[src/rtl/pot_spi_pkg.sv]
package pot_spi_pkg;

   localparam int BYTE_BITS = 8;
   localparam int CNT_W     = $clog2(BYTE_BITS);
   localparam logic [3:0] DEV_TYPE = 4'b0101;

   typedef enum logic [3:0] {
      OP_RD_WIPER   = 4'b1001,
      OP_WR_WIPER   = 4'b1010,
      OP_RD_STORE   = 4'b1011,
      OP_WR_STORE   = 4'b1100,
      OP_LOAD_WIPER = 4'b1101,
      OP_SAVE_WIPER = 4'b1110,
      OP_LOAD_ALL   = 4'b0001,
      OP_SAVE_ALL   = 4'b1000,
      OP_STEP       = 4'b0010,
      OP_STATUS     = 4'b0101
   } op_e;

   typedef enum logic [2:0] {
      ST_IDLE, ST_ID, ST_INSTR, ST_DATA, ST_DONE, ST_STEP, ST_SKIP
   } st_e;

   typedef enum logic [2:0] {
      K_BAD, K_XFER, K_READ, K_WRITE, K_STEP
   } cls_e;

   function automatic cls_e classify(input logic [3:0] code);
      case (code)
         OP_RD_WIPER, OP_RD_STORE, OP_STATUS:                     return K_READ;
         OP_WR_WIPER, OP_WR_STORE:                                return K_WRITE;
         OP_LOAD_WIPER, OP_SAVE_WIPER, OP_LOAD_ALL, OP_SAVE_ALL:  return K_XFER;
         OP_STEP:                                                 return K_STEP;
         default:                                                 return K_BAD;
      endcase
   endfunction

endpackage

[src/rtl/pot_spi_sync.sv]
module pot_spi_sync #(
   parameter int   STAGES  = 2,
   parameter logic RST_VAL = 1'b0
) (
   input  logic clk,
   input  logic rst_n,
   input  logic d,
   output logic q
);
   generate
      if (STAGES == 1) begin : g_single
         logic r_q;
         always_ff @(posedge clk or negedge rst_n) begin
            if (!rst_n) r_q <= RST_VAL;
            else        r_q <= d;
         end
         assign q = r_q;
      end else begin : g_chain
         logic [STAGES-1:0] ch_q;
         always_ff @(posedge clk or negedge rst_n) begin
            if (!rst_n) ch_q <= {STAGES{RST_VAL}};
            else        ch_q <= {ch_q[STAGES-2:0], d};
         end
         assign q = ch_q[STAGES-1];
      end
   endgenerate
endmodule

[src/rtl/pot_spi_front.sv]
module pot_spi_front #(
   parameter int SYNC_STAGES = 2
) (
   input  logic clk,
   input  logic rst_n,
   input  logic cs_n,
   input  logic sck,
   input  logic si,
   input  logic hold_n,
   output logic cs_q,
   output logic cs_fall,
   output logic cs_rise,
   output logic sck_rise,
   output logic sck_fall,
   output logic si_q,
   output logic held
);
   localparam int NPIN = 4;
   // reset levels, index order: cs, sck, si, hold
   localparam logic [NPIN-1:0] PIN_RST = 4'b1000;

   logic [NPIN-1:0] raw, syn;
   logic cs_prev_q, sck_prev_q, held_q;

   assign raw = {hold_n, si, sck, cs_n};

   for (genvar g = 0; g < NPIN; g++) begin : g_pin
      pot_spi_sync #(.STAGES(SYNC_STAGES), .RST_VAL(PIN_RST[g])) u_sync (
         .clk(clk), .rst_n(rst_n), .d(raw[g]), .q(syn[g]));
   end

   always_ff @(posedge clk or negedge rst_n) begin
      if (!rst_n) begin
         cs_prev_q  <= 1'b0;
         sck_prev_q <= 1'b0;
         held_q     <= 1'b0;
      end else begin
         cs_prev_q  <= syn[0];
         sck_prev_q <= syn[1];
         if (syn[0])       held_q <= 1'b0;
         else if (!syn[1]) held_q <= !syn[3];
      end
   end

   assign cs_q     = syn[0];
   assign si_q     = syn[2];
   assign held     = held_q;
   assign cs_fall  = cs_prev_q & ~syn[0];
   assign cs_rise  = ~cs_prev_q & syn[0];
   assign sck_rise = syn[1] & ~sck_prev_q & ~syn[0] & ~held_q;
   assign sck_fall = ~syn[1] & sck_prev_q & ~syn[0] & ~held_q;
endmodule

[src/rtl/pot_spi_fsm.sv]
module pot_spi_fsm
   import pot_spi_pkg::*;
#(
   parameter int ADDR_W = 2,
   parameter int DATA_W = 6
) (
   input  logic              clk,
   input  logic              rst_n,
   input  logic              cs_q,
   input  logic              cs_fall,
   input  logic              cs_rise,
   input  logic              sck_rise,
   input  logic              si_q,
   input  logic [ADDR_W-1:0] strap_addr,
   output logic              op_strobe,
   output logic [3:0]        op_code,
   output logic              pot_sel,
   output logic [1:0]        reg_sel,
   output logic [DATA_W-1:0] wr_data,
   output logic              rd_req,
   output logic              step_pulse,
   output logic              step_up,
   output logic              rd_active,
   output logic              rd_window,
   output logic              bit_zero,
   output logic              skip
);
   localparam logic [CNT_W-1:0] LAST_BIT = CNT_W'(BYTE_BITS - 1);

   st_e                  state_q;
   logic [CNT_W-1:0]     cnt_q;
   logic [BYTE_BITS-2:0] sh_q;
   logic                 is_rd_q;
   logic [BYTE_BITS-1:0] byte_w;
   logic                 id_ok;
   cls_e                 cur_cls, new_cls;

   assign byte_w  = {sh_q, si_q};
   assign id_ok   = (byte_w[7:4] == DEV_TYPE) && (byte_w[3:ADDR_W] == '0)
                    && (byte_w[ADDR_W-1:0] == strap_addr);
   assign cur_cls = classify(op_code);
   assign new_cls = classify(byte_w[7:4]);

   always_ff @(posedge clk or negedge rst_n) begin
      if (!rst_n) begin
         state_q    <= ST_IDLE;
         cnt_q      <= '0;
         sh_q       <= '0;
         is_rd_q    <= 1'b0;
         op_code    <= '0;
         reg_sel    <= '0;
         pot_sel    <= 1'b0;
         wr_data    <= '0;
         op_strobe  <= 1'b0;
         rd_req     <= 1'b0;
         step_pulse <= 1'b0;
         step_up    <= 1'b0;
      end else begin
         op_strobe  <= 1'b0;
         rd_req     <= 1'b0;
         step_pulse <= 1'b0;
         if (cs_fall) begin
            state_q <= ST_ID;
            cnt_q   <= '0;
            sh_q    <= '0;
            is_rd_q <= 1'b0;
         end else if (cs_q) begin
            cnt_q   <= '0;
            state_q <= ST_IDLE;
            if (cs_rise && state_q == ST_DONE && (cur_cls == K_WRITE || cur_cls == K_XFER))
               op_strobe <= 1'b1;
         end else if (sck_rise) begin
            sh_q  <= byte_w[BYTE_BITS-2:0];
            cnt_q <= cnt_q + 1'b1;
            case (state_q)
               ST_ID: if (cnt_q == LAST_BIT) state_q <= id_ok ? ST_INSTR : ST_SKIP;
               ST_INSTR: if (cnt_q == LAST_BIT) begin
                  op_code <= byte_w[7:4];
                  reg_sel <= byte_w[3:2];
                  pot_sel <= byte_w[0];
                  case (new_cls)
                     K_XFER:  state_q <= ST_DONE;
                     K_WRITE: state_q <= ST_DATA;
                     K_STEP:  state_q <= ST_STEP;
                     K_READ: begin
                        state_q <= ST_DATA;
                        is_rd_q <= 1'b1;
                        rd_req  <= 1'b1;
                     end
                     default: state_q <= ST_SKIP;
                  endcase
               end
               ST_DATA: if (cnt_q == LAST_BIT) begin
                  state_q <= ST_DONE;
                  if (!is_rd_q) wr_data <= byte_w[DATA_W-1:0];
               end
               ST_DONE: state_q <= ST_SKIP;
               ST_STEP: begin
                  step_pulse <= 1'b1;
                  step_up    <= si_q;
               end
               default: ;
            endcase
         end
      end
   end

   assign rd_active = is_rd_q && state_q == ST_DATA;
   assign rd_window = is_rd_q && (state_q == ST_DATA || state_q == ST_DONE);
   assign bit_zero  = cnt_q == '0;
   assign skip      = state_q == ST_SKIP;
endmodule

[src/rtl/pot_spi_sotx.sv]
module pot_spi_sotx
   import pot_spi_pkg::*;
#(
   parameter int DATA_W = 6
) (
   input  logic              clk,
   input  logic              rst_n,
   input  logic              sck_fall,
   input  logic              rd_active,
   input  logic              rd_window,
   input  logic              bit_zero,
   input  logic              cs_q,
   input  logic              held,
   input  logic [DATA_W-1:0] rd_data,
   output logic              so,
   output logic              so_oe
);
   localparam int PAD = BYTE_BITS - DATA_W;

   logic [BYTE_BITS-1:0] out_q;
   logic                 oe_q;

   always_ff @(posedge clk or negedge rst_n) begin
      if (!rst_n) begin
         out_q <= '0;
         oe_q  <= 1'b0;
      end else begin
         oe_q <= ~cs_q & ~held & rd_window;
         if (sck_fall && rd_active) begin
            if (bit_zero) out_q <= {{PAD{1'b0}}, rd_data};
            else          out_q <= {out_q[BYTE_BITS-2:0], 1'b0};
         end
      end
   end

   assign so    = out_q[BYTE_BITS-1];
   assign so_oe = oe_q;
endmodule

[src/rtl/pot_spi_decoder.sv]
module pot_spi_decoder
   import pot_spi_pkg::*;
#(
   parameter int SYNC_STAGES = 2,
   parameter int ADDR_W      = 2,
   parameter int DATA_W      = 6
) (
   input  logic              clk,
   input  logic              rst_n,
   input  logic              cs_n,
   input  logic              sck,
   input  logic              si,
   input  logic              hold_n,
   input  logic [ADDR_W-1:0] strap_addr,
   input  logic [DATA_W-1:0] rd_data,
   output logic              so,
   output logic              so_oe,
   output logic              op_strobe,
   output logic [3:0]        op_code,
   output logic              pot_sel,
   output logic [1:0]        reg_sel,
   output logic [DATA_W-1:0] wr_data,
   output logic              rd_req,
   output logic              step_pulse,
   output logic              step_up
);
   if (SYNC_STAGES < 1) begin : g_bad_sync
      $error("SYNC_STAGES must be at least 1");
   end
   if (ADDR_W < 1 || ADDR_W > 3) begin : g_bad_addr
      $error("ADDR_W must be 1 to 3");
   end
   if (DATA_W < 1 || DATA_W > BYTE_BITS - 1) begin : g_bad_data
      $error("DATA_W must be 1 to 7");
   end

   logic cs_q, cs_fall, cs_rise, sck_rise, sck_fall, si_q, held;
   logic rd_active, rd_window, bit_zero, skip;

   pot_spi_front #(.SYNC_STAGES(SYNC_STAGES)) u_front (
      .clk(clk), .rst_n(rst_n), .cs_n(cs_n), .sck(sck), .si(si), .hold_n(hold_n),
      .cs_q(cs_q), .cs_fall(cs_fall), .cs_rise(cs_rise), .sck_rise(sck_rise),
      .sck_fall(sck_fall), .si_q(si_q), .held(held));

   pot_spi_fsm #(.ADDR_W(ADDR_W), .DATA_W(DATA_W)) u_fsm (
      .clk(clk), .rst_n(rst_n), .cs_q(cs_q), .cs_fall(cs_fall), .cs_rise(cs_rise),
      .sck_rise(sck_rise), .si_q(si_q), .strap_addr(strap_addr),
      .op_strobe(op_strobe), .op_code(op_code), .pot_sel(pot_sel), .reg_sel(reg_sel),
      .wr_data(wr_data), .rd_req(rd_req), .step_pulse(step_pulse), .step_up(step_up),
      .rd_active(rd_active), .rd_window(rd_window), .bit_zero(bit_zero), .skip(skip));

   pot_spi_sotx #(.DATA_W(DATA_W)) u_sotx (
      .clk(clk), .rst_n(rst_n), .sck_fall(sck_fall), .rd_active(rd_active),
      .rd_window(rd_window), .bit_zero(bit_zero), .cs_q(cs_q), .held(held),
      .rd_data(rd_data), .so(so), .so_oe(so_oe));
endmodule

[config.mk]
export PLATFORM = sky130hd
export DESIGN_NAME = pot_spi_decoder
export DESIGN_NICKNAME = d
export VERILOG_FILES = /design/src/rtl/pot_spi_pkg.sv /design/src/rtl/pot_spi_sync.sv /design/src/rtl/pot_spi_front.sv /design/src/rtl/pot_spi_fsm.sv /design/src/rtl/pot_spi_sotx.sv /design/src/rtl/pot_spi_decoder.sv
export SDC_FILE = /design/constraint.sdc
export NUM_CORES = 1
export LEC_CHECK = 0
export BUFFER_PORTS_ARGS = -buffer_cell sky130_fd_sc_hd__buf_2
export CAP_MARGIN = 40
export CORE_ASPECT_RATIO = 2
export CORE_MARGIN = 2
export CORE_UTILIZATION = 50
export CTS_CLUSTER_DIAMETER = 120
export DETAILED_ROUTE_END_ITERATION = 10
export PLACE_DENSITY = 0.83
export SYNTH_ARGS = -nofsm -noshare
export SYNTH_HDL_FRONTEND = slang
export SYNTH_SLANG_ARGS = --single-unit
[constraint.sdc]
create_clock -name clk -period 1.9 [get_ports clk]
set_input_delay 0.19 -clock clk [delete_from_list [all_inputs] [get_ports clk]]
set_output_delay 0.19 -clock clk [all_outputs]
set_load 0.05 [all_outputs]
==> out/results.ini, run 1 <==
[outcome]
status=complete, but fails checks
violations=negative setup slack

[global_route]
grt_pass1_wl_um=7710
grt_pass1_vias=1675
gr-total-overflow=0
grt_usage=0.207
grt_max_degree=28
antenna_found_initial=0

[sta]
worst_pin_slew_ns=0.594
tns_ns=-0.368
setup_viol=14
finClkSkew_ns=0.00664
hold_viol=0
clock.fmax_mhz=512
final_max_slew_viol_count=0
fin_crit_ns=1.95
finalCritPeriodShare=1.03
rsz0062_at_grt=true
relSlewSlack=0.604
layout_setup_ws_ns=-0.0545

[critical_path]
worstSetupPathType=flop to flop
cp-start-kind=flop
cp-end-kind=flop
cp.arrival_ns=2.15
path_cells=buf_6 > or3b_4 > or4b_4 > buf_6 > nand2_1 > o21ai_1
crit_buf_inv=2
path_max_fanout=8
cpMaxStageDelayCell=or4b_4
cp_top_family=simple AND/OR/NAND/NOR gates
required_ns=2.09
cp_slowest_stage_delay_ns=0.57
critPathMostFrequentCell=buf_6

[drt]
num_vias=1637
postRouteAntennaNets=0
wire_per_inst_um=15.4
wirelength_um=4680
drc_errors=0
drtIter0Drc=36
vias_per_cell=5.38
firstDrtPassIters=4

[logic_synthesis]
yosysWarnings=0
syn_nets=215
synth_cells=198
async_flop_share=1.00
synth_seq_cells=51
synth-edff-count=0
seq_area_frac_synth=0.575
synth_top_area_cell=dfrtp_1
synth.distinct_cells=39
synth_ff_type=dfrtp_1
syn_area_sq_um=2220
synth_area_leaders=dfrtp_1, nand2_1, mux2_1, mux2_4, a21oi_1
syn_avg_cell_area_sq_um=11.2
synth_top_area_share=0.551

[place]
place_congestion=0.837
dpl.cell_count=287
postPlaceCellArea_sq_um=2530
dp_hpwl_um=3310
port_buffers=32
pre_cts_slack_ns=-0.0686

[pwr]
power.density_nw_per_um2=721
vdd.ir_drop.worst_uv=751
power.leakage_nw=1.39

[layout]
nets=266
area_delta_synth_final_pct=25.0
layout_common_cells=dfrtp_1, buf_2, nand2_1
final_common_cell=dfrtp_1
nFillCells=361
antenna_cells=0
final_cells=304
post-route-util=0.647
final_area_sq_um=2780
drive_above_1_share=0.312

[die]
fp.dieW_um=51.2
rows=34
start_util=0.518
fp.dieArea_sq_um=5030
ios=33
coreArea_sq_um=4300
die_h_um=98.3

[clock_network]
htreeDepth=2
clk_pin_slew_worst_paths_ns=0.09
clock_sinks=51
cts_tree=done
clockRootBuffer=clkbuf_8
cts_buffer_depth=2
clkLatencyLatePin_ns=0.31
cts_made_buffers=5

[worst_hold_path]
hold_class=input port to flop

[flow_run]
max_cap_viol_count=0

[final timing paths]
kind | endpoint | depth (start not counted) | slack [ns] | start
min in group asynchronous | u_fsm.wr_data[0]$_DFFE_PN0P_ | 2 | 0.42 | rst_n
max reg2reg | u_sotx.out_q[4]$_DFFE_PN0P_ | 6 | -0.05 | u_front.g_pin[0].u_sync.g_chain.ch_q[1]$_DFF_PN0_
max | u_sotx.out_q[4]$_DFFE_PN0P_ | 6 | -0.05 | u_front.g_pin[0].u_sync.g_chain.ch_q[1]$_DFF_PN0_
max in group asynchronous | u_fsm.state_q[0]$_DFFE_PN0P_ | 3 | 0.94 | rst_n
min reg2reg | u_front.g_pin[1].u_sync.g_chain.ch_q[1]$_DFF_PN0_ | 0 | 0.35 | u_front.g_pin[1].u_sync.g_chain.ch_q[0]$_DFF_PN0_
min | u_sotx.out_q[0]$_DFFE_PN0P_ | 3 | 0.13 | rd_data[0]
[flip-flops by register name, summed over array words and instances (netlist names), 2 cells and up]
name and cells:
u_fsm.wr_data 6, u_fsm.sh_q 7, u_sotx.out_q 8, u_fsm.op_code 4
u_fsm.reg_sel 2, u_fsm.state_q 3, u_front.g_pin.u_sync.g_chain.ch_q 8, u_fsm.cnt_q 3
[cell type report]
cell class / count / area (sq um) / share of cell area
Clock buffer: 6 / 82.6 / 0.0297
Inverter: 4 / 15.0 / 0.00540
Sequential cell: 51 / 1280 / 0.460
Tap cell: 54 / 67.6 / 0.0243
Multi-Input combinational cell: 132 / 926 / 0.333
Clock inverter: 2 / 35.0 / 0.0126
Timing Repair Buffer: 55 / 377 / 0.135
[worst min-delay path: stages]
cell     delay [ns]
buf_2          0.10
nand2_1        0.06
o21ai_2        0.05
[cells in the mapped netlist, drive strengths merged, types with 2 or more instances]
| library cell | instances |
|---|---|
| nand2b | 4 |
| nor4b | 2 |
| nand4b | 2 |
| nor2 | 13 |
| nand4 | 2 |
| mux2i | 5 |
| nand3b | 2 |
| ha | 3 |
| nand3 | 2 |
| buf | 2 |
| or4b | 2 |
| nand2 | 28 |
| dfstp | 2 |
| dfrtp | 49 |
| and3b | 2 |
| o21ai | 13 |
| mux2 | 14 |
| or3b | 3 |
| inv | 4 |
| nor3 | 2 |
| clkbuf | 9 |
| nor3b | 2 |
| a21oi | 14 |
| nor2b | 4 |
| xnor2 | 3 |
[power breakdown]
part | internal, mW | total (mW) | switching [mW]
Clock | 0.426 | 0.770 | 0.344
Sequential | 1.10 | 1.12 | 0.0160
Combinational | 0.0551 | 0.118 | 0.0629
Total | 1.58 | 2.01 | 0.423
[per-layer routing]
metal,up-vias,global-route usage,wire (um)
met4,0,0.116,159
li1,787,-,-
met1,807,0.206,1630
met2,30,0.386,2790
met3,13,0.0275,97
met5,-,0,0
[metrics by stage]
step | power, mW | hold WS (ns)
floorplan | 1.18 | -0.106
global placement | 1.24 | 0.227
detailed placement | 1.24 | 0.226
CTS | 2.01 | 0.116
global route | 2.08 | 0.140
finish | 2.01 | 0.127
[what timing repair did]
| action | 4_1_cts | 5_1_grt |
|---|---|---|
| gates cloned | 1 | 0 |
| endpoints found under the setup margin | 18 | 21 |
| resized for setup | 6 | 13 |
| hold buffers | 5 | 0 |
| pin swaps | 2 | 5 |
| buffers inserted | 1 | 3 |
| hold endpoints to repair | 28 | 0 |
[logic make-up after synthesis]
family | count (synthesis) | share of synthesized area
AO/OA/AOI/OAI | 34 | 0.0861
XOR/XNOR | 4 | 0.0158
adder cells (fa/ha/maj) | 3 | 0.0169
buffers and inverters | 15 | 0.0259
flip-flops | 51 | 0.575
multiplexers | 19 | 0.103
AND/OR/NAND/NOR | 72 | 0.177
Power figures use the tool's default switching activity.
==> run 2: changes to the inputs <==
--- a/config.mk
+++ b/config.mk
@@ -5,6 +5,7 @@
 export SDC_FILE = /design/constraint.sdc
 export NUM_CORES = 1
 export LEC_CHECK = 0
+export ABC_AREA = 1
 export BUFFER_PORTS_ARGS = -buffer_cell sky130_fd_sc_hd__buf_2
 export CAP_MARGIN = 40
 export CORE_ASPECT_RATIO = 2
==> run 2 against run 1 <==
  * The run now ends clean
  * Sequential power about the same
  * Sequential cell count unchanged
  * Wire length down 2.6%
  * Synthesized cell count up 26%
  * Via count up 8.0%
  * Largest power group unchanged
  * First-iteration DRC count up 14%
  * Non-clock buffer count down 16
  * Clock power about the same
  * Cell count up 14%
  * Global-route usage down 0.80 points
==> out/results.ini, run 2 <==
[outcome]
status=complete, no violations

[drt]
wire_per_inst_um=13.1  ; -15%
drtIter0Drc=41  ; +14%
vias_per_cell=5.10  ; -5.4%
wirelength_um=4560  ; -2.6%
firstDrtPassIters=4  ; unchanged
num_vias=1768  ; +8.0%
postRouteAntennaNets=0  ; unchanged
drc_errors=0  ; unchanged

[critical_path]
path_cells=nor2_2 > nand3_2 > nor2_1 > nand2_1 > o21ai_0
cp-end-kind=flop
path_max_fanout=12  ; +4
cp-start-kind=flop
required_ns=2.12  ; +0.03 ns
cp_slowest_stage_delay_ns=0.45  ; -0.12 ns
cp_top_family=simple AND/OR/NAND/NOR gates
startpoint=u_front.g_pin[0].u_sync.g_chain.ch_q[1]$_DFF_PN0_
cp.arrival_ns=1.78  ; -0.37 ns
cpMaxStageDelayCell=dfrtp_1
r2r_start=u_front.g_pin[0].u_sync.g_chain.ch_q[1]$_DFF_PN0_
worstSetupPathType=flop to flop
crit_buf_inv=0  ; -2

[logic_synthesis]
syn_nets=267  ; +24%
synth_cells=250  ; +26%
synthSimpleGateAreaFrac=0.219  ; +0.0415
synth_xor_area_frac=0.00390  ; -0.0118
synth-edff-count=0  ; unchanged
netlist_top_cells_count=nand2_1, dfrtp_1, inv_1, o21ai_0, nand3_1
seq_area_frac_synth=0.570  ; -0.00481
synth_top_family_by_area=simple AND/OR/NAND/NOR gates
synth.distinct_cells=20  ; -49%
syn_avg_cell_area_sq_um=8.97  ; -20%
synth_top_area_share=0.547  ; -0.00461
synth_top_area_cell=dfrtp_1
synth_area_leaders=dfrtp_1, nand2_1, o21ai_0, inv_1, nand3_1
yosysWarnings=0  ; unchanged
async_flop_share=1.00  ; unchanged
yosysMostFrequentCell=nand2_1
synth_ff_type=dfrtp_1
synth_seq_cells=51  ; unchanged
synthAdderAreaFrac=0.0167  ; -0.000141
synthMuxAreaShare=0  ; -0.103
syn_area_sq_um=2240  ; +0.84%
synth-compound-area-share=0.113  ; +0.0272

[place]
place_congestion=0.937  ; +12%
dp_hpwl_um=3450  ; +4.1%
port_buffers=32  ; unchanged

[sta]
worst_pin_slew_ns=0.573  ; -0.0207 ns
tns_ns=0  ; +0.368 ns
final_max_slew_viol_count=0  ; unchanged
fin_hold_ws_ns=0.210  ; +0.0837 ns
finClkSkew_ns=0.00821  ; +0.00157 ns
setup_viol=0  ; -14
fin_crit_ns=1.56  ; -0.396 ns
clock.fmax_mhz=642  ; +25%
relSlewSlack=0.618  ; +0.0138
hold_viol=0  ; unchanged
finalCritPeriodShare=0.820  ; -0.209
rsz0062_at_grt=false

[clock_network]
clkLatencyLatePin_ns=0.30  ; about the same
postCtsSetupRepairBufs=0  ; -1
cts_made_buffers=5  ; unchanged
clock_sinks=51  ; unchanged
cts_buffer_depth=2  ; unchanged
cts_tree=done
htreeDepth=2  ; unchanged
clockRootBuffer=clkbuf_8
clk_pin_slew_worst_paths_ns=0.09  ; about the same

[die]
die_h_um=98.7  ; +0.41%
rows=34  ; unchanged
fp.dieArea_sq_um=5070  ; +0.80%
start_util=0.517  ; -0.000751
coreArea_sq_um=4340  ; +0.99%
ios=33  ; unchanged
fp.dieW_um=51.4  ; +0.39%

[pwr]
vdd.ir_drop.worst_uv=787  ; +4.8%
switching_share=0.229  ; +0.0186
power_switching_uw=472  ; +12%
power.leakage_nw=1.34  ; -3.3%
intPower_mw=1.59  ; +0.21%
power.density_nw_per_um2=783  ; +8.5%
p_seq_frac=0.550  ; -0.008
combPwrFrac=0.075  ; +0.016
p_clk_frac=0.374  ; -0.010

[global_route]
grt_max_degree=27  ; -3.6%
grt_usage=0.199  ; -0.00800
gr-total-overflow=0  ; unchanged
antenna_found_initial=0  ; unchanged
grt_pass1_wl_um=7580  ; -1.7%
grt_pass1_vias=1725  ; +3.0%

[layout]
antenna_cells=0  ; unchanged
final_common_cell=nand2_1
area_delta_synth_final_pct=17.2
nFillCells=395  ; +9.4%
drive_above_1_share=0.212  ; -0.100
top_regs=u_front.g_pin.u_sync.g_chain.ch_q (8), u_sotx.out_q (8), u_fsm.sh_q (7)
nets=309  ; +16%
layout_common_cells=nand2_1, dfrtp_1, inv_1

[flow_run]
max_cap_viol_count=0  ; unchanged

[worst_hold_path]
hp-start=rd_data[4]
hold_class=input port to flop

run 2: metal layers:
metal	global-route usage	vias up	share of wire
met4	0.111	0	0.029
li1	-	875	-
met1	0.204	852	0.37
met2	0.360	31	0.58
met3	0.0348	10	0.025
met5	0	-	0
run 2: cells by family after synthesis:
group / after synthesis
adder cells (fa/ha/maj): 3
AO/OA/AOI/OAI: 44
buffers and inverters: 40
flip-flops: 51
XOR/XNOR: 1
AND/OR/NAND/NOR: 111
run 2: final timing paths:
kind                                                                     end  cells past startpoint  slack, ns
setup / recovery                                u_fsm.wr_data[0]$_DFFE_PN0P_                      5       0.34
hold / removal                                   u_sotx.out_q[4]$_DFFE_PN0P_                      5       0.21
setup reg to reg                                u_fsm.wr_data[0]$_DFFE_PN0P_                      5       0.34
hold reg to reg            u_front.g_pin[2].u_sync.g_chain.ch_q[1]$_DFF_PN0_                      0       0.35
max in group asynchronous                       u_fsm.wr_data[2]$_DFFE_PN0P_                      3       0.95
min in group asynchronous                        u_sotx.out_q[5]$_DFFE_PN0P_                      2       0.41
run 2: repair_timing:
item,4_1_cts,5_1_grt
gates resized for setup,0,1
hold endpoints to repair,27,0
hold buffers,5,0
setup endpoints to repair,0,1
run 2: stage by stage:
step / total power [mW] / cell area, sq um / setup slack (ns) / utilization / cells
floorplan: 1.24 / 2240 / 0.528 / - / 250
global placement: 1.30 / 2460 / 0.330 / 0.567 / 334
detailed placement: 1.30 / 2460 / 0.211 / 0.567 / 334
CTS: 2.08 / 2630 / 0.187 / 0.606 / 347
global route: 2.14 / 2630 / 0.112 / 0.606 / 347
finish: 2.06 / 2630 / 0.342 / 0.606 / 347
run 2: power groups by stage:
stage,sequential (mW),combinational [mW],clock [mW]
after floorplan,1.16,0.0751,0
after global placement,1.15,0.145,0
after detailed placement,1.15,0.148,0
after CTS,1.13,0.157,0.785
after global routing,1.14,0.174,0.829
final,1.13,0.155,0.770
run 2: worst min-delay path, delay by kind of cell:
family | cells | cell delay, ns
buffers and inverters | 1 | 0.07
AND/OR/NAND/NOR | 2 | 0.09
AO/OA/AOI/OAI | 2 | 0.12
run 2: cell type report:
type,count,area [sq um],area share
clock inverters,2,35.0,0.0133
clock buffers,6,82.6,0.0314
inverters,36,135,0.0514
repair buffers,39,238,0.0904
well taps,54,67.6,0.0257
flip-flops and latches,51,1280,0.486
multi-input cells,159,793,0.302
==> run 3: changes to the inputs <==
--- a/config.mk
+++ b/config.mk
@@ -5,15 +5,15 @@
 export SDC_FILE = /design/constraint.sdc
 export NUM_CORES = 1
 export LEC_CHECK = 0
-export ABC_AREA = 1
+export ABC_AREA = 0
 export BUFFER_PORTS_ARGS = -buffer_cell sky130_fd_sc_hd__buf_2
 export CAP_MARGIN = 40
 export CORE_ASPECT_RATIO = 2
 export CORE_MARGIN = 2
-export CORE_UTILIZATION = 50
+export CORE_UTILIZATION = 56
 export CTS_CLUSTER_DIAMETER = 120
 export DETAILED_ROUTE_END_ITERATION = 10
-export PLACE_DENSITY = 0.83
+export PLACE_DENSITY = 0.88
 export SYNTH_ARGS = -nofsm -noshare
 export SYNTH_HDL_FRONTEND = slang
 export SYNTH_SLANG_ARGS = --single-unit
==> constraint.sdc (replaced) <==
create_clock -name clk -period 1.6 [get_ports clk]
set_input_delay 0.16 -clock clk [delete_from_list [all_inputs] [get_ports clk]]
set_output_delay 0.16 -clock clk [all_outputs]
set_load 0.05 [all_outputs]
==> run 3 against run 2 <==
  * The run now ends with negative setup slack left
  * Count of clock-buffer cells in the layout did not move
  * Final area rose by 11%
  * First-iteration DRC count rose by 130%
  * Register-to-register slack got worse by 0.58 ns
  * Critical path depth rose by 1
  * Non-clock buffer count rose by 24
  * Sequential cell count did not move
  * Utilization rose by 15 points
  * Combinational power barely moved
  * Clock skew rose by 0.0028 ns
  * Via count fell by 3.2%
  * Critical path type unchanged
  * Largest power group unchanged
  * Highest routed layer unchanged
==> out/results.ini, run 3 (same netlist as run 1, synthesis figures left out) <==
[critical_path]
startpoint=u_front.g_pin[0].u_sync.g_chain.ch_q[1]$_DFF_PN0_
critical_path_cell_count=6  ; +1
required_ns=1.80  ; -0.32 ns
path_cells=buf_6 > or3b_4 > or4b_4 > buf_6 > nand2_2 > o21ai_1
r2r_start=u_front.g_pin[0].u_sync.g_chain.ch_q[1]$_DFF_PN0_
cp-start-kind=flop
path_max_fanout=8  ; -4
cp-end-kind=flop
r2r-end=u_sotx.out_q[4]$_DFFE_PN0P_
crit_buf_inv=2  ; +2
cpMaxStageDelayCell=or4b_4
worstSetupPathType=flop to flop
cp.arrival_ns=2.04  ; +0.26 ns
cp_top_family=simple AND/OR/NAND/NOR gates
rr_worst_depth=6  ; +1
reg2reg_slack_ns=-0.23  ; -0.58 ns
crit_end=u_sotx.out_q[4]$_DFFE_PN0P_
cp_slowest_stage_delay_ns=0.52  ; +0.07 ns
critPathMostFrequentCell=buf_6

[worst_hold_path]
hold_class=input port to flop
min_path_cells=3  ; -2

[global_route]
gr-usage-met2=0.422  ; +0.0625
gr-total-overflow=0  ; unchanged
grt-busiest-layer=met2
antenna_found_initial=0  ; unchanged
grt_max_degree=33  ; +22%
grt_util_met1=0.272  ; +0.0680
grt_pass1_vias=1660  ; -3.8%
grt_util_met3=0.0415  ; +0.00669
grt_pass1_wl_um=8070  ; +6.4%
grt_usage=0.241  ; +0.0422

[layout]
antenna_cells=0  ; unchanged
final_common_cell=dfrtp_1
final_cells=309  ; -11%
drive_above_1_share=0.407  ; +0.195
nets=274  ; -11%
multi_input_area_sq_um=1000  ; +26%
top_regs=u_front.g_pin.u_sync.g_chain.ch_q (8), u_sotx.out_q (8), u_fsm.sh_q (7)
layout_common_cells=dfrtp_1, buf_2, nand2_1
seqCellArea_sq_um=1280  ; unchanged
area_delta_synth_final_pct=30.7
post-route-util=0.756  ; +0.150
nFillCells=262  ; -34%

[sta]
clock.fmax_mhz=545  ; -15%
worst_pin_slew_ns=0.465  ; -0.108 ns
final_max_slew_viol_count=0  ; unchanged
rsz0062_at_grt=true
relSlewSlack=0.690  ; +0.0720
finalCritPeriodShare=1.15  ; +0.326
setup_viol=24  ; +24
finClkSkew_ns=0.0110  ; +0.00279 ns
hold_viol=0  ; unchanged
fin_hold_ws_ns=0.0742  ; -0.136 ns
fin_crit_ns=1.83  ; +0.275 ns
layout_setup_ws_ns=-0.234  ; -0.575 ns

[place]
place_congestion=0.811  ; -13%
port_buffers=32  ; unchanged
dp_hpwl_um=3270  ; -5.0%
dpl.cell_count=293  ; -12%
pre_cts_slack_ns=-0.285  ; -0.496 ns

[clock_network]
cts_buffer_depth=2  ; unchanged
htreeDepth=2  ; unchanged
cts_made_buffers=5  ; unchanged
clkLatencyLatePin_ns=0.31  ; about the same
clockRootBuffer=clkbuf_8
clock_sinks=51  ; unchanged
clk_pin_slew_worst_paths_ns=0.10  ; about the same
cts_tree=done

[drt]
vias_per_cell=5.54  ; +8.7%
drc_errors=0  ; unchanged
wire_per_inst_um=17.0  ; +30%
wirelength_um=5270  ; +16%
drtIter0Drc=95  ; +130%
firstDrtPassIters=4  ; unchanged
postRouteAntennaNets=0  ; unchanged
num_vias=1711  ; -3.2%

[flow_run]
max_cap_viol_count=0  ; unchanged

[die]
fp.dieArea_sq_um=4520  ; -11%
coreArea_sq_um=3840  ; -11%
die_h_um=93.1  ; -5.7%
rows=32  ; -5.9%
fp.dieW_um=48.6  ; -5.5%
ios=33  ; unchanged
start_util=0.579  ; +0.0618

[pwr]
power.density_nw_per_um2=778  ; -0.60%
power.leakage_nw=1.45  ; +7.8%
power_mw=2.26  ; +9.8%
vdd.ir_drop.worst_uv=785  ; -0.18%

[outcome]
status=complete, but fails checks
violations=negative setup slack

run 3: changes by cell type in the layout (fill, tap and decap cells not counted), moves of 10 or more:
cell,change
buf_4,+16
inv_1,-32
mux2_4,+13
nand2_1,-35
nand3_1,-18
nor2_1,-10
o21ai_0,-26
run 3: worst min path at each step:
| stage | from | to | slack [ns] |
|---|---|---|---|
| final | rd_data[0] | u_sotx.out_q[0]$_DFFE_PN0P_ | 0.07 |
| after global routing | rd_data[0] | u_sotx.out_q[0]$_DFFE_PN0P_ | 0.07 |
| after CTS | rd_data[0] | u_sotx.out_q[0]$_DFFE_PN0P_ | 0.07 |
| after detailed placement | rst_n | u_fsm.op_code[1]$_DFFE_PN0P_ | 0.14 |
| after global placement | rst_n | u_fsm.op_code[2]$_DFFE_PN0P_ | 0.13 |
| after floorplan | rst_n | u_front.cs_prev_q$_DFF_PN0_ | -0.14 |
run 3: worst min-delay path, stage by stage:
cell and delay (ns):
buf_2 0.09, nand2_1 0.05, o21ai_1 0.06
run 3: layout make-up:
| cell class | count | share of cell area |
|---|---|---|
| Clock buffer | 6 | 0.0284 |
| Clock inverter | 2 | 0.00560 |
| Inverter | 4 | 0.00517 |
| Multi-Input combinational cell | 132 | 0.345 |
| Sequential cell | 51 | 0.440 |
| Tap cell | 51 | 0.0220 |
| Timing Repair Buffer | 63 | 0.154 |
run 3: repair_timing:
| item | in CTS | in global routing |
|---|---|---|
| endpoints found under the hold margin | 23 | 0 |
| pin swaps | 4 | 4 |
| endpoints found under the setup margin | 25 | 33 |
| hold buffers | 5 | 0 |
| cloned | 1 | 0 |
| buffers inserted | 3 | 1 |
| resized for setup | 16 | 19 |
run 3: per-stage QoR:
| stage | cell area (sq um) | setup TNS (ns) |
|---|---|---|
| detailed placement | 2630 | -5.14 |
| global route | 2910 | -4.76 |
| CTS | 2850 | -3.48 |
| finish | 2910 | -3.26 |
| global placement | 2630 | -4.48 |
| floorplan | 2300 | -4.73 |
run 3: report_power, final:
part	internal, mW	switching (mW)
logic	0.0712	0.0850
registers	1.31	0.0150
clock network	0.353	0.428
total	1.73	0.528
run 3: routing by layer:
| metal | up-vias | share of wire |
|---|---|---|
| met5 | - | 0 |
| met1 | 822 | 0.36 |
| met4 | 0 | 0.051 |
| li1 | 803 | - |
| met3 | 20 | 0.042 |
| met2 | 66 | 0.55 |
